$ cat config.mk
export PLATFORM = sky130hd
export DESIGN_NAME = msx_top
export DESIGN_NICKNAME = d
export VERILOG_FILES = /design/src/rtl/msx_pkg.sv /design/src/rtl/msx_edge.sv /design/src/rtl/msx_position.sv /design/src/rtl/msx_winding.sv /design/src/rtl/msx_top.sv
export SDC_FILE = /design/constraint.sdc
export NUM_CORES = 1
export LEC_CHECK = 0
export BUFFER_PORTS_ARGS = -buffer_cell sky130_fd_sc_hd__buf_4
export CORE_AREA = 3 3 66 68
export DETAILED_ROUTE_END_ITERATION = 8
export DIE_AREA = 0 0 69 71
export GPL_TIMING_DRIVEN = 0
export PLACE_DENSITY = 0.86
export SETUP_SLACK_MARGIN = 0.2
export SLEW_MARGIN = 10
export SYNTH_ARGS = -nofsm -noshare
export SYNTH_HDL_FRONTEND = slang
export SYNTH_SLANG_ARGS = --single-unit
$ cat constraint.sdc
create_clock -name clk -period 5.3 [get_ports clk]
set_clock_uncertainty 0.15 [all_clocks]
set_input_delay 0.795 -clock clk [delete_from_list [all_inputs] [get_ports clk]]
set_output_delay 0.795 -clock clk [all_outputs]
set_load 0.05 [all_outputs]
$ cat src/rtl/msx_pkg.sv
package msx_pkg;

    localparam int POS_BITS = 5;
    localparam int NPOS     = 1 << POS_BITS;
    localparam int HALF     = NPOS / 2;
    localparam int QTR      = NPOS / 4;
    localparam int MAG_BITS = 8;
    localparam int OFF_BITS = POS_BITS - 1;

    typedef logic [POS_BITS-1:0] pos_t;
    typedef logic [MAG_BITS-1:0] mag_t;
    typedef logic [OFF_BITS-1:0] off_t;

    typedef enum logic [1:0] {
        DECAY_SLOW  = 2'b00,
        DECAY_MIXED = 2'b01,
        DECAY_FAST  = 2'b10
    } decay_e;

    typedef enum logic [1:0] {
        RES_FULL    = 2'b00,
        RES_HALF    = 2'b01,
        RES_QUARTER = 2'b10,
        RES_EIGHTH  = 2'b11
    } res_e;

    typedef struct packed {
        mag_t   mag;
        logic   neg;
        decay_e decay;
    } wind_t;

    // distance from the nearest peak of a cosine-shaped winding
    function automatic off_t fold(input pos_t p);
        off_t k;
        k = p[OFF_BITS-1:0];
        if (int'(k) <= QTR) return k;
        return off_t'(HALF - int'(k));
    endfunction

    // magnitude code for an offset of 0..QTR positions from the peak
    function automatic mag_t level(input off_t o);
        case (o)
            off_t'(0): return mag_t'(255);
            off_t'(1): return mag_t'(250);
            off_t'(2): return mag_t'(236);
            off_t'(3): return mag_t'(212);
            off_t'(4): return mag_t'(180);
            off_t'(5): return mag_t'(142);
            off_t'(6): return mag_t'(98);
            off_t'(7): return mag_t'(50);
            default:   return mag_t'(0);
        endcase
    endfunction

    function automatic pos_t stride(input res_e r);
        case (r)
            RES_FULL:    return pos_t'(QTR);
            RES_HALF:    return pos_t'(QTR / 2);
            RES_QUARTER: return pos_t'(QTR / 4);
            default:     return pos_t'(1);
        endcase
    endfunction

    function automatic decay_e map_sel(input logic [1:0] s);
        case (s)
            2'b00:   return DECAY_SLOW;
            2'b10:   return DECAY_FAST;
            default: return DECAY_MIXED;
        endcase
    endfunction

endpackage

$ cat src/rtl/msx_edge.sv
module msx_edge (
    input  logic clk,
    input  logic rst,
    input  logic step_in,
    output logic rise
);
    logic step_q;

    always_ff @(posedge clk) begin
        if (rst) step_q <= 1'b0;
        else     step_q <= step_in;
    end

    assign rise = step_in & ~step_q;
endmodule

$ cat src/rtl/msx_position.sv
module msx_position
    import msx_pkg::*;
#(
    parameter int HOME = QTR / 2
) (
    input  logic clk,
    input  logic rst,
    input  logic hold,
    input  logic rise,
    input  logic dir_up,
    input  res_e res,
    output pos_t pos_q,
    output pos_t pos_d
);
    localparam pos_t HOME_POS = pos_t'(HOME);

    always_comb begin
        pos_d = pos_q;
        if (rst || hold)
            pos_d = HOME_POS;
        else if (rise)
            pos_d = dir_up ? pos_q + stride(res) : pos_q - stride(res);
    end

    always_ff @(posedge clk) begin
        pos_q <= pos_d;
    end
endmodule

$ cat src/rtl/msx_winding.sv
module msx_winding
    import msx_pkg::*;
#(
    parameter int SHIFT = 0
) (
    input  logic   clk,
    input  logic   rst,
    input  logic   hold,
    input  logic   rise,
    input  pos_t   pos_next,
    input  decay_e req,
    output wind_t  w
);
    localparam pos_t SHIFT_POS = pos_t'(SHIFT);
    localparam pos_t Q1 = pos_t'(QTR);
    localparam pos_t Q3 = pos_t'(3 * QTR);

    pos_t rel;
    off_t off;
    mag_t new_mag;
    logic at_zero;
    logic neg_zone;

    always_comb begin
        rel      = pos_next - SHIFT_POS;
        off      = fold(rel);
        new_mag  = level(off);
        at_zero  = (int'(off) == QTR);
        neg_zone = (rel > Q1) && (rel < Q3);
    end

    always_ff @(posedge clk) begin
        if (rst || hold) begin
            w.mag   <= new_mag;
            w.neg   <= neg_zone;
            w.decay <= DECAY_MIXED;
        end else if (rise) begin
            w.mag   <= new_mag;
            w.neg   <= at_zero ? w.neg : neg_zone;
            w.decay <= (new_mag < w.mag) ? req : DECAY_SLOW;
        end
    end
endmodule

$ cat src/rtl/msx_top.sv
module msx_top
    import msx_pkg::*;
#(
    parameter int HOME = QTR / 2
) (
    input  logic       clk,
    input  logic       rst,
    input  logic       home_n,
    input  logic       step_in,
    input  logic       dir_up,
    input  logic [1:0] res_sel,
    input  logic [1:0] decay_sel,
    output logic       drive_en,
    output logic [7:0] ph1_mag,
    output logic       ph1_neg,
    output logic [1:0] ph1_decay,
    output logic [7:0] ph2_mag,
    output logic       ph2_neg,
    output logic [1:0] ph2_decay
);
    localparam int NWIND = 2;

    logic   hold;
    logic   rise;
    pos_t   pos_q;
    pos_t   pos_d;
    decay_e req;
    wind_t  wind [NWIND];

    assign hold = ~home_n;
    assign req  = map_sel(decay_sel);

    msx_edge u_edge (
        .clk    (clk),
        .rst    (rst),
        .step_in(step_in),
        .rise   (rise)
    );

    msx_position #(.HOME(HOME)) u_pos (
        .clk   (clk),
        .rst   (rst),
        .hold  (hold),
        .rise  (rise),
        .dir_up(dir_up),
        .res   (res_e'(res_sel)),
        .pos_q (pos_q),
        .pos_d (pos_d)
    );

    // winding 2 lags winding 1 by a quarter of an electrical turn
    for (genvar g = 0; g < NWIND; g++) begin : g_wind
        msx_winding #(.SHIFT(g * QTR)) u_wind (
            .clk     (clk),
            .rst     (rst),
            .hold    (hold),
            .rise    (rise),
            .pos_next(pos_d),
            .req     (req),
            .w       (wind[g])
        );
    end

    always_ff @(posedge clk) begin
        if (rst)       drive_en <= 1'b1;
        else if (hold) drive_en <= 1'b0;
        else           drive_en <= 1'b1;
    end

    assign ph1_mag   = wind[0].mag;
    assign ph1_neg   = wind[0].neg;
    assign ph1_decay = wind[0].decay;
    assign ph2_mag   = wind[1].mag;
    assign ph2_neg   = wind[1].neg;
    assign ph2_decay = wind[1].decay;
endmodule

==> results_dict.tcl, run 1 <==
set metrics [dict create \
    clock_latency_ps 280 \
    finalWorstSetupSlack_ps 473 \
    wirelength_um 4370 \
    cts_tree "done" \
    initial_core_util_pct 55.1 \
    drtAntennaViolNets 0 \
    ir_worst_vdd_mv 0.128 \
    yosys.cell_count.top_type "inv_1" \
    dr.pass1.iters 4 \
    route.detailed.drc 0 \
    arrival_ps 4850 \
    status "finished clean" \
    postCtsSetupBuffers 0 \
    rsz0062_at_grt "false" \
    clk_path_buf_depth 2 \
    startpoint_type "primary input" \
    cts-htree-levels 2 \
    die_h_um 71 \
    critPathMaxFanout 8 \
    yosysTopAreaCellShare_pct 25.0 \
    cts_hold_buf 0 \
    root_buffer "clkbuf_8" \
    syn_nets 267 \
    cp_top_family "simple AND/OR/NAND/NOR gates" \
    ys_types 54 \
    grt_pass1_wl_um 7530 \
    n_antenna_cell 0 \
    instances_no_fill 325 \
    combPwrFrac_pct 33.9 \
    place_inst 317 \
    vias_per_cell 5.48 \
    routedWlPerCell_um 13.5 \
    cp.required_ps 5320 \
    antenna_found_initial 0 \
    pwr-share-clk_pct 28.0 \
    synth-main-ff-cell "edfxtp_1" \
    power.switching_mw 0.245 \
    grt_pass1_vias 1650 \
    critPathCaptureType "flop" \
    max_stage_delay_ps 520 \
    drv_slew 0 \
    worstMarginPinSlew_ps 759 \
    fin_crit_ps 4830 \
    die_width_um 69 \
    ys_ff_latch 29 \
    synth-edff-count 18 \
    p_per_area_mw_per_mm2 278 \
    r2r_slack_ps 870 \
    fillers 343 \
    dp_worst_setup_slack_ps 86.4 \
    max-cap-violations 0 \
    post_route_cells_drive_above_1_share_pct 22.2 \
    gp_congestion 0.884 \
    worst-setup-path-type "in2reg" \
    rows 23 \
    grt-ovfl-total 0 \
    syn_area_mm2 0.00216 \
    cts_resized 0 \
    ys_seq_area_share_pct 35.2 \
    avgSynthCellArea_um2 9.15 \
    clock-sinks 29 \
    total_power_mw 0.715 \
    hold_viol 0 \
    synth_area_leaders "edfxtp_1 25%, ha_1 12%, dfxtp_1 10%" \
    vias 1781 \
    yosysWarnings 0 \
    finalSetupViolations 0 \
    coreArea_mm2 0.00391 \
    fin_nets 305 \
    synthArstFlopShare_pct 0 \
    crit_path_cell_trace "buf_4 -> and2_1 -> ha_1 -> fa_1 -> xor2_1 -> mux2_4 -> or4_4 -> nor3_2 -> or2_2 -> buf_2 -> o21ai_0 -> and2_1 -> ha_1 -> nand2_1 -> o21a_1 -> a211oi_1 -> nor4_1 -> maj3_2 -> o2111ai_1 -> nand2_1" \
    sw_frac_of_total_pct 34.3 \
    internal_power_mw 0.469 \
    syn_inst 236 \
    die_area_mm2 0.00490 \
    max_freq_ghz 0.207 \
    syn2layout_area_growth_pct 18.9 \
    hold_class "reg2reg" \
    grt_start_max_net_pins 25 \
    synth_area_leader_cell "edfxtp_1" \
    finalSetupTns_ps 0 \
    whs_ps 297 \
    dp_hpwl_um 3480 \
    period_share_pct 91.1 \
    crit_buf_inv 2 \
    grtUsageTotal_pct 19.0 \
    seqPwrFrac_pct 38.0 \
    p_leak_nw 1.17 \
    cts_buffers 5 \
    clkTransAtPathRegs_ps 60 \
    slew_headroom_pct 49.3 \
    first_iter_violations 118 \
    io_buffers 31 \
    synth_common_cells "27 x inv_1, 21 x ha_1, 19 x nor2_1, 18 x edfxtp_1, 16 x a21oi_1" \
    cp_slowest_cell "or4_4" \
    io_pins 32 \
]
[layer usage]
layer | wire length [um] | share of wire, % | vias up | GRT usage (%)
li1 | - | - | 912 | -
met1 | 1870 | 43 | 816 | 23.5
met3 | 237 | 5.4 | 7 | 3.98
met2 | 2220 | 51 | 46 | 32.7
met4 | 51 | 1.2 | 0 | 6.72
met5 | 0 | 0 | - | 0
[metrics by stage]
stage          instance area [um2]  util, %
2_1_floorplan                 2160        -
3_3_place_gp                  2450     62.7
3_5_place_dp                  2450     62.7
4_1_cts                       2550     65.3
5_1_grt                       2570     65.6
6_report                      2570     65.6
[power groups by stage]
stage               logic [mW]  registers [mW]  clock network (mW)
global route             0.266           0.274               0.215
global placement         0.235           0.276                   0
CTS                      0.242           0.272               0.205
detailed placement       0.241           0.276                   0
floorplan                0.123           0.333                   0
finish                   0.243           0.272               0.200
[final cells by class]
class                      instances  area, um2  share of cell area (%)
inverter                          28        105                    4.10
sequential                        29        761                    29.6
buffer                             7       36.3                    1.41
timing repair buffer              31        233                    9.07
clock buffer                       7       96.3                    3.75
tap                               50       62.6                    2.44
multi-input combinational        172       1270                    49.4
clock inverter                     1       5.00                   0.195
[cells in the final DEF, fill, tap and decap left out, types with 2 or more instances in the layout]
cell type and count:
a211oi_1 5, a211oi_2 2, a21boi_1 2, a21o_1 3, a21oi_1 16, and2_1 9
and3_1 2, and4bb_2 2, buf_2 2, buf_4 31, clkbuf_1 4, clkbuf_8 7
dfxtp_1 11, edfxtp_1 18, ha_1 21, inv_1 27, maj3_2 2, mux2_4 2
mux2i_1 7, nand2_1 15, nand2b_1 4, nand3_1 3, nor2_1 18, nor2b_1 3
nor3_1 6, nor4_1 3, nor4bb_1 2, o211ai_1 2, o21a_1 3, o21ai_0 9
or2_2 3, or3_1 3, xor2_1 2
[logic make-up after synthesis]
kind of cell,after synthesis,synth area share [%]
AOI/OAI and AO/OA,52,16.3
DFF,29,35.2
buffers and inverters,35,6.55
and+or+nand+nor,82,21.0
adders and majority gates,25,14.6
muxes,10,5.10
xor gates and xnor gates,3,1.22
[flip-flops by register name (all words and copies together) (netlist names)]
signal,flops
g_wind.u_wind.w,22
drive_en,1
u_edge.step_q,1
u_pos.pos_q,5
[path summary, 6_finish.rpt]
check / cells past startpoint / start / endpoint
worst max-delay path: 20 / res_sel[0] / g_wind[1].u_wind.w[0]
worst min-delay path: 2 / g_wind[1].u_wind.w[1] / g_wind[1].u_wind.w[1]
worst max register to register: 18 / u_pos.pos_q[0] / g_wind[1].u_wind.w[0]
worst min register to register: 2 / g_wind[1].u_wind.w[1] / g_wind[1].u_wind.w[1]
[worst reg2reg max path: stages, from the launching register on]
cell and delay (ps):
dfxtp_1 350, ha_1 240, fa_1 410, xor2_1 190
mux2_4 270, or4_4 520, nor3_2 160, or2_2 140
buf_2 170, o21ai_0 110, and2_1 180, ha_1 290
nand2_1 50, o21a_1 190, a211oi_1 210, nor4_1 90
maj3_2 340, o2111ai_1 210, nand2_1 70
Note: power is estimated with default switching activity, not from simulation.
==> inputs of run 2 (changes only) <==
--- a/config.mk
+++ b/config.mk
@@ -5,7 +5,7 @@
 export SDC_FILE = /design/constraint.sdc
 export NUM_CORES = 1
 export LEC_CHECK = 0
-export BUFFER_PORTS_ARGS = -buffer_cell sky130_fd_sc_hd__buf_4
+export BUFFER_PORTS_ARGS = -buffer_cell sky130_fd_sc_hd__clkbuf_2
 export CORE_AREA = 3 3 66 68
 export DETAILED_ROUTE_END_ITERATION = 8
 export DIE_AREA = 0 0 69 71
==> run 2 against run 1 <==
Flip-flop and latch count unchanged; cell count unchanged; critical path type unchanged; design area shrank 2.8%; largest power group unchanged.
==> results_dict.tcl, run 2 (synthesis gave the netlist of run 1 again) <==
set metrics [dict create \
    status "finished clean" \
    startpoint_type "primary input" \
    wirelength_um 4310 \
    rsz0062_at_grt "false" \
    vias_per_cell 5.47 \
    wl_met3_um 192 \
    final_common_cell "clkbuf_2" \
    critPathMaxFanout 8 \
    fin_nets 305 \
    grtUsageTotal_pct 18.6 \
    die_h_um 71 \
    dr.pass1.iters 4 \
    syn2layout_area_growth_pct 15.5 \
    gp_congestion 0.821 \
    vias 1779 \
    coreArea_mm2 0.00391 \
    initial_core_util_pct 55.1 \
    grt_pass1_wl_um 7410 \
    worst-setup-path-type "in2reg" \
    worstMarginPinSlew_ps 748 \
    arrival_ps 4860 \
    critPathCaptureType "flop" \
    crit_buf_inv 2 \
    finalSetupTns_ps 0 \
    route.detailed.drc 0 \
    crit_path_cell_trace "clkbuf_2 -> and2_1 -> ha_1 -> fa_1 -> xor2_1 -> mux2_4 -> or4_4 -> nor3_4 -> or2_2 -> clkbuf_4 -> o21ai_0 -> and2_1 -> ha_1 -> nand2_1 -> o21a_1 -> a211oi_1 -> nor4_1 -> maj3_2 -> o211ai_1 -> nand2_1" \
    p_leak_nw 1.14 \
    cts_resized 0 \
    io_buffers 31 \
    cts_hold_buf 0 \
    drtAntennaViolNets 0 \
    die_area_mm2 0.00490 \
    cts_tree "done" \
    largest-register "g_wind.u_wind.w" \
    clk_path_buf_depth 2 \
    drv_slew 0 \
    top_layer_used "met4" \
    cts_buffers 5 \
    dp_worst_setup_slack_ps 40.7 \
    cts-htree-levels 2 \
    cp_slowest_cell "or4_4" \
    grt_pass1_vias 1682 \
    dp_hpwl_um 3330 \
    root_buffer "clkbuf_8" \
    max-cap-violations 0 \
    clkTransAtPathRegs_ps 50 \
    clock_latency_ps 280 \
    hold_class "reg2reg" \
    grt-ovfl-total 0 \
    max_freq_ghz 0.206 \
    finalSetupViolations 0 \
    finalWorstSetupSlack_ps 452 \
    largestRegisters "g_wind.u_wind.w: 22 flops, u_pos.pos_q: 5 flops" \
    ir_worst_vdd_mv 0.170 \
    rows 23 \
    period_share_pct 91.5 \
    place_inst 317 \
    io_pins 32 \
    fin_crit_ps 4850 \
    postCtsSetupBuffers 0 \
    post_route_cells_drive_above_1_share_pct 21.5 \
    drt-met1-wl_um 1930 \
    n_antenna_cell 0 \
    p_per_area_mw_per_mm2 272 \
    max_stage_delay_ps 540 \
    antenna_found_initial 0 \
    mostFrequentLayoutCells "31 x clkbuf_2, 27 x inv_1, 21 x ha_1" \
    cp_top_family "simple AND/OR/NAND/NOR gates" \
    die_width_um 69 \
    dr_wl_met2_um 2110 \
    clock-sinks 29 \
    grt_start_max_net_pins 25 \
    r2r_slack_ps 850 \
    hold_viol 0 \
    routedWlPerCell_um 13.3 \
    largest_register_ffs 22 \
    instances_no_fill 325 \
    cp.required_ps 5310 \
    first_iter_violations 162 \
    slew_headroom_pct 50.1 \
]
## run 2: per-stage QoR
stage	util (%)	instance area, um2	total power [mW]	hold WS (ps)
2_1_floorplan	-	2160	0.456	428
3_3_place_gp	60.7	2380	0.499	285
3_5_place_dp	60.7	2380	0.505	285
4_1_cts	62.8	2460	0.677	294
5_1_grt	63.7	2490	0.714	328
6_report	63.7	2490	0.679	290
## run 2: area by class of cell
cell class / count / area (um2)
fillers: 334 / 1420
multi-input cells: 172 / 1290
flip-flops and latches: 29 / 761
repair buffers: 31 / 155
inverters: 28 / 105
clock buffers: 8 / 80.1
well taps: 50 / 62.6
plain buffers: 7 / 38.8
## run 2: worst min-delay path, cell delays in order, from the launching register on
cell and delay, ps:
dfxtp_1 300, nand2_1 50, nand2_1 40
## run 2: where the power goes
| part | internal, mW | switching (mW) | leakage [nW] | total [mW] |
|---|---|---|---|---|
| combinational | 0.0807 | 0.155 | 0.826 | 0.236 |
| sequential | 0.261 | 0.0101 | 0.277 | 0.271 |
| clock | 0.0930 | 0.0784 | 0.0395 | 0.171 |
| total | 0.435 | 0.244 | 1.14 | 0.679 |
## run 2: path summary, 6_finish.rpt
path	from	end	cells after the start
setup reg to reg	u_pos.pos_q[0]	g_wind[1].u_wind.w[1]	18
hold reg to reg	g_wind[1].u_wind.w[1]	g_wind[1].u_wind.w[1]	2
setup / recovery	res_sel[0]	g_wind[1].u_wind.w[1]	20
hold / removal	g_wind[1].u_wind.w[1]	g_wind[1].u_wind.w[1]	2
## run 2: metal layers
| layer | vias up | global-route usage [%] |
|---|---|---|
| li1 | 920 | - |
| met1 | 804 | 22.7 |
| met2 | 48 | 32.0 |
| met4 | 0 | 7.59 |
| met3 | 7 | 3.84 |
| met5 | - | 0 |
